### src/rtl/irq_entry_pkg.sv
package irq_entry_pkg;

  // Event code reported to the external controller.
  typedef enum logic [1:0] {
    ACK_IDLE     = 2'b00,
    ACK_ENTER    = 2'b01,
    ACK_RETURN   = 2'b10,
    ACK_REENABLE = 2'b11
  } ackCode_e;

  // Strobes the control side hands to the datapath side.
  typedef struct packed {
    logic takeNow;      // interrupt accepted at this edge
    logic dropPending;  // clear the captured request
  } ctrlStrobe_t;

endpackage

### src/rtl/irq_entry_datapath.sv
module irq_entry_datapath
  import irq_entry_pkg::*;
#(
  parameter bit EDGE_MODE = 1'b1,
  parameter bit LOW_LATENCY = 1'b1,
  parameter int ADDR_W = 32,
  parameter logic [ADDR_W-1:0] DEFAULT_VEC = 32'h0000_0010
) (
  input  logic              clk,
  input  logic              rst,
  input  logic              irqIn,
  input  logic [ADDR_W-1:0] vecIn,
  input  ctrlStrobe_t       strobe,
  output logic              reqLive,
  output logic [ADDR_W-1:0] vecOut
);

  generate
    if (EDGE_MODE) begin : g_edge
      logic prevIn;
      logic pending;
      logic riseSeen;

      // A rise needs the previous sampled level to be low.
      assign riseSeen = irqIn & ~prevIn;

      always_ff @(posedge clk) begin
        if (rst) begin
          prevIn  <= 1'b0;
          pending <= 1'b0;
        end else begin
          prevIn  <= irqIn;
          // A fresh edge survives a same-cycle clear.
          pending <= riseSeen | (pending & ~strobe.dropPending);
        end
      end

      assign reqLive = pending;
    end else begin : g_level
      logic unusedSig;
      assign unusedSig = clk ^ rst ^ strobe.takeNow ^ strobe.dropPending;
      assign reqLive = irqIn;
    end
  endgenerate

  generate
    if (LOW_LATENCY) begin : g_direct
      assign vecOut = vecIn;
    end else begin : g_fixed
      logic [ADDR_W-1:0] unusedVec;
      assign unusedVec = vecIn;
      assign vecOut = DEFAULT_VEC;
    end
  endgenerate

endmodule

### src/rtl/irq_entry_ctrl.sv
module irq_entry_ctrl
  import irq_entry_pkg::*;
(
  input  logic        clk,
  input  logic        rst,
  input  logic        reqLive,
  input  logic        takeReady,
  input  logic        retExec,
  input  logic        enSet,
  input  logic        enClr,
  output logic        takeReq,
  output logic        enState,
  output logic [1:0]  ackCode,
  output ctrlStrobe_t strobe
);

  logic     enReg;
  ackCode_e ackReg;
  ackCode_e ackNext;
  logic     enNext;
  logic     takeNow;

  assign takeReq = enReg & reqLive;
  assign takeNow = takeReq & takeReady;

  always_comb begin
    strobe             = '0;
    strobe.takeNow     = takeNow;
    strobe.dropPending = takeNow;
  end

  // Enable bit: take first, then return or software set, then clear.
  always_comb begin
    if (takeNow)                 enNext = 1'b0;
    else if (retExec || enSet)   enNext = 1'b1;
    else if (enClr)              enNext = 1'b0;
    else                         enNext = enReg;
  end

  // Event code: entry beats return, return beats re-enable.
  always_comb begin
    if (takeNow)                 ackNext = ACK_ENTER;
    else if (retExec)            ackNext = ACK_RETURN;
    else if (enSet && !enReg)    ackNext = ACK_REENABLE;
    else                         ackNext = ACK_IDLE;
  end

  always_ff @(posedge clk) begin
    if (rst) begin
      enReg  <= 1'b0;
      ackReg <= ACK_IDLE;
    end else begin
      enReg  <= enNext;
      ackReg <= ackNext;
    end
  end

  assign enState = enReg;
  assign ackCode = ackReg;

endmodule

### src/rtl/irq_entry_unit.sv
module irq_entry_unit
  import irq_entry_pkg::*;
#(
  parameter bit EDGE_MODE = 1'b1,
  parameter bit LOW_LATENCY = 1'b1,
  parameter int ADDR_W = 32,
  parameter logic [ADDR_W-1:0] DEFAULT_VEC = 32'h0000_0010
) (
  input  logic              clk,
  input  logic              rst,
  input  logic              irqIn,
  input  logic [ADDR_W-1:0] vecIn,
  input  logic              takeReady,
  input  logic              retExec,
  input  logic              enSet,
  input  logic              enClr,
  output logic              takeReq,
  output logic [ADDR_W-1:0] takeVec,
  output logic              enState,
  output logic [1:0]        ackCode
);

  ctrlStrobe_t strobe;
  logic        reqLive;

  irq_entry_datapath #(
    .EDGE_MODE(EDGE_MODE),
    .LOW_LATENCY(LOW_LATENCY),
    .ADDR_W(ADDR_W),
    .DEFAULT_VEC(DEFAULT_VEC)
  ) dpI (
    .clk(clk),
    .rst(rst),
    .irqIn(irqIn),
    .vecIn(vecIn),
    .strobe(strobe),
    .reqLive(reqLive),
    .vecOut(takeVec)
  );

  irq_entry_ctrl ctI (
    .clk(clk),
    .rst(rst),
    .reqLive(reqLive),
    .takeReady(takeReady),
    .retExec(retExec),
    .enSet(enSet),
    .enClr(enClr),
    .takeReq(takeReq),
    .enState(enState),
    .ackCode(ackCode),
    .strobe(strobe)
  );

endmodule

### config.mk
export PLATFORM = sky130hd
export DESIGN_NAME = irq_entry_unit
export DESIGN_NICKNAME = d
export VERILOG_FILES = /design/src/rtl/irq_entry_pkg.sv /design/src/rtl/irq_entry_datapath.sv /design/src/rtl/irq_entry_ctrl.sv /design/src/rtl/irq_entry_unit.sv
export SDC_FILE = /design/constraint.sdc
export NUM_CORES = 1
export LEC_CHECK = 0
export BUFFER_PORTS_ARGS = -buffer_cell sky130_fd_sc_hd__buf_2
export CAP_MARGIN = 20
export CORE_UTILIZATION = 28
export CTS_BUF_LIST = sky130_fd_sc_hd__clkbuf_8
export CTS_CLUSTER_SIZE = 28
export DETAILED_ROUTE_END_ITERATION = 12
export HOLD_SLACK_MARGIN = 0.08
export PLACE_DENSITY = 0.93
export SYNTH_ARGS = -nofsm -noshare
export SYNTH_HDL_FRONTEND = slang
export SYNTH_SLANG_ARGS = --single-unit
export TNS_END_PERCENT = 50
### constraint.sdc
create_clock -name clk -period 1 [get_ports clk]
set_input_delay 0.15 -clock clk [delete_from_list [all_inputs] [get_ports clk]]
set_output_delay 0.15 -clock clk [all_outputs]
set_load 0.05 [all_outputs]
Yosys cells after proc, flatten, opt, wreduce, memory -nomap -nowiden
Index checks and enable logic that the tools add are counted.
- register bits: 5
- input bits: 39
- output and inout port bits: 36
- logic and storage cells: 22
- muxes and demuxes: 5
- bitwise logic cells: 7
- reductions and logical operators: 5
- operator list (operator ; number):
    $and 1x1->1 ; 4
    $mux 2 ; 2
    $mux 1 ; 3
    $not 1->1 ; 2
    $reduce_bool 2->1 ; 1
    $reduce_or 2->1 ; 1
    $logic_and 1x1->1 ; 1
    $logic_not 1->1 ; 1
    $logic_or 1x1->1 ; 1
    $or 1x1->1 ; 1

Longest topological paths before layout
- word-level depth: 5
- mapped depth: 2

Cells and area by module
A second synthesis with hierarchy kept.
- cells, all modules: 52
- area, all modules: 447.9 um2
- by module, submodules not included (module ; times used ; cells each ; area each (um2)):
    irq_entry_datapath ; 1 ; 38 ; 307.8
    irq_entry_ctrl ; 1 ; 14 ; 140.1

Least setup slack after synthesis
No wires, ideal clock.
- path type: register to output
- from: register ctI.enReg, in the netlist ctI.enState
- to: output takeReq
- data arrival time: 1190 ps
- required time: 850 ps
- slack: -340 ps
- stages on the path, launching flop included: 2
- cells stage by stage: dfxtp_1 > and2_1
- longest elaborated chain between the ends: 1
- RTL lines (element ; line ; text):
    start, declared ; irq_entry_ctrl.sv:17 ; logic enReg;
    start signal, assigned ; irq_entry_ctrl.sv:53 ; enReg <= enNext;
    $and 1x1->1 ; irq_entry_ctrl.sv:23 ; assign takeReq = enReg & reqLive;
    end, declared ; irq_entry_unit.sv:17 ; output logic takeReq,
Every way passes these cells.

Worst setup path in the final report
- from: register dpI.g_edge.pending, in the netlist dpI.reqLive
- to: output takeReq
- longest elaborated chain between the ends: 1
- RTL lines (element ; line ; text):
    start, declared ; irq_entry_datapath.sv:21 ; logic pending;
    start signal, assigned ; irq_entry_datapath.sv:34 ; pending <= riseSeen | (pending & ~strobe.dropPending);
    $and 1x1->1 ; irq_entry_ctrl.sv:23 ;
Every way passes these cells.

==> impl_metrics.env <==
export IMPL_path_max_fanout=4
export IMPL_ys_seq_elements=5
export IMPL_cp_start_kind="flop"
export IMPL_syn_nets=90
export IMPL_synthCells=51
export IMPL_critical_path_class="flop to output port"
export IMPL_reg2regPathDepth=3
export IMPL_drive_gt1_share_pct=58.8
export IMPL_syn_to_final_growth_pct=-22.9
export IMPL_grt_use_total_pct=7.54
export IMPL_root_buffer="clkbuf_8"
export IMPL_wirelength_um=612
export IMPL_ys_warnings_count=0
export IMPL_crit_arrival_ns=0.84
export IMPL_setup_viol=0
export IMPL_synth_distinct_cells=15
export IMPL_rows=13
export IMPL_fin_crit_ns=0.989
export IMPL_fin_skew_ns=0.000298
export IMPL_hold_path_class="input port to flop"
export IMPL_fmax_mhz=1010
export IMPL_finalHoldViolCount=0
export IMPL_dieArea_um2=1740
export IMPL_die_x_um=41.7
export IMPL_min_path_cells=2
export IMPL_drtIter0Drc=3
export IMPL_first_global_vias=215
export IMPL_fin_nets=74
export IMPL_grt_max_degree=6
export IMPL_dr_pass1_iters=4
export IMPL_slew_viol_final=0
export IMPL_synth_seq_area_share_pct=22.7
export IMPL_cp_required_ns=0.85
export IMPL_drt_met1_wl_um=237
export IMPL_place_area_um2=274
export IMPL_routed_wl_met3_um=126
export IMPL_run_status="complete, no violations"
export IMPL_end_kind="output port"
export IMPL_clk_pin_slew_worst_paths_ns=0.03
export IMPL_overflow=0
export IMPL_antennaDiodeCount=0
export IMPL_portBuffers=10
export IMPL_cellPowerDensity_nw_per_um2=2020
export IMPL_initial_core_util_pct=31.9
export IMPL_boundaryPins=75
export IMPL_max_cap_violations=0
export IMPL_drc=0
export IMPL_die_height_um=41.7
export IMPL_grt_setup_unrepaired="yes"
export IMPL_ir_worst_vdd_uv=895
export IMPL_r2r_slack_ns=0.04
export IMPL_htreeDepth=1
export IMPL_clkLatencyLatePin_ns=0.22
export IMPL_grt_pass1_wl_um=931
export IMPL_final_core_util_pct=24.6
export IMPL_avgRoutedWirePerCell_um=12.5
export IMPL_min_period_over_period_pct=98.9
export IMPL_route_met2_wl_um=236
export IMPL_fin_area_um2=340
export IMPL_syn_cell_area_um2=442
export IMPL_worst_pin_slew_ns=0.248
export IMPL_antenna_found_initial=0
export IMPL_top_layer="met4"
export IMPL_core_area_um2=1380
export IMPL_seq_area_um2=105
export IMPL_clkSinkCount=5
export IMPL_leakagePower_nw=0.162
export IMPL_syn_avg_cell_area_um2=8.66
export IMPL_antenna_left=0
export IMPL_clock_path_buffers=2
export IMPL_drt_vias_per_instance=4.94
export IMPL_routabilityCongestion=0.715
export IMPL_cts_tree="yes"
export IMPL_relSlewSlack_pct=83.6
export IMPL_nFillCells=144
export IMPL_multi_input_area_um2=104
export IMPL_cts_buffers_inserted=3
export IMPL_vias=242
placed cells by master (no fill, tap or decap), drive strengths merged:
master	Yosys	layout
a211oi	1	1
a21bo	2	2
a21oi	2	2
and2	1	1
and3	1	1
buf	32	11
clkbuf	0	3
dfxtp	5	5
inv	0	1
nand2b	2	2
nor2	1	1
nor2b	1	1
nor3b	1	1
o21ba	1	1
o21bai	1	1
cell type report:
class                      instances  share of cell area, %
clock buffer                       3                   12.1
sequential                         5                   30.9
timing repair buffer              11                   19.9
multi-input combinational         14                   30.5
tap                               15                   5.51
clock inverter                     1                   1.10
cells in the mapped netlist:
cell type / number / area [µm²]
buf_4: 32 / 240
a21oi_1: 1 / 5.00
and3_1: 1 / 6.26
and2_1: 1 / 6.26
nor3b_1: 1 / 7.51
nor2_1: 1 / 3.75
dfxtp_1: 5 / 100
a21bo_2: 1 / 10.0
a211oi_1: 1 / 7.51
a21bo_1: 1 / 10.0
o21ba_2: 1 / 10.0
nand2b_1: 2 / 12.5
a21oi_2: 1 / 8.76
o21bai_1: 1 / 7.51
nor2b_1: 1 / 6.26
sequential cells by signal, summed over array words and instances (netlist names):
name and flops:
ctI.ackCode 2, ctI.enState 1, dpI.g_edge.prevIn 1, dpI.reqLive 1
kinds of logic (layout without fill, tap and decap cells):
| family | after synthesis | in the layout | synth area share (%) |
|---|---|---|---|
| AOI/OAI and AO/OA | 7 | 7 | 13.3 |
| buffers and inverters | 32 | 15 | 54.4 |
| and+or+nand+nor | 7 | 7 | 9.63 |
| DFF | 5 | 5 | 22.7 |
critical path, cell delays in order, from the launching register on:
cell,delay [ns]
dfxtp_2,0.34
and2_4,0.15
buf_8,0.13
power by group:
group | internal [W] | switching (W) | leakage, nW
combinational | 0.0000443 | 0.0000639 | 0.0926
clock | 0.000263 | 0.0000949 | 0.0269
sequential | 0.000215 | 0.00000752 | 0.0424
worst paths after layout:
kind                          start              to
setup reg to reg        ctI.enState  ctI.ackCode[0]
hold / removal                  rst     dpI.reqLive
setup / recovery        dpI.reqLive         takeReq
hold reg to reg   dpI.g_edge.prevIn     dpI.reqLive
per-stage QoR:
stage | total power (W) | hold WS, ns | std cells | worst slack, ns | setup TNS (ns)
after global routing | 0.000732 | 0.147 | 49 | -0.0180 | -0.0180
after floorplan | 0.000637 | 0.212 | 51 | 0.0438 | 0
after detailed placement | 0.000323 | 0.300 | 44 | 0.102 | 0
after global placement | 0.000321 | 0.300 | 44 | 0.126 | 0
final | 0.000688 | 0.143 | 49 | 0.0109 | 0
after CTS | 0.000702 | 0.136 | 49 | 0.00257 | 0
per-layer routing:
| metal | track usage [%] | vias up |
|---|---|---|
| met4 | 4.52 | 0 |
| li1 | - | 97 |
| met3 | 10.4 | 6 |
| met5 | 0 | - |
| met1 | 6.86 | 106 |
| met2 | 8.44 | 33 |
timing repair:
| item | CTS | global route |
|---|---|---|
| setup endpoints to repair | 2 | 1 |
| hold buffers | 0 | 0 |
| setup buffers | 1 | 0 |
| gates resized for setup | 5 | 0 |
| gates cloned | 0 | 0 |
(Power assumes the default switching activity.)
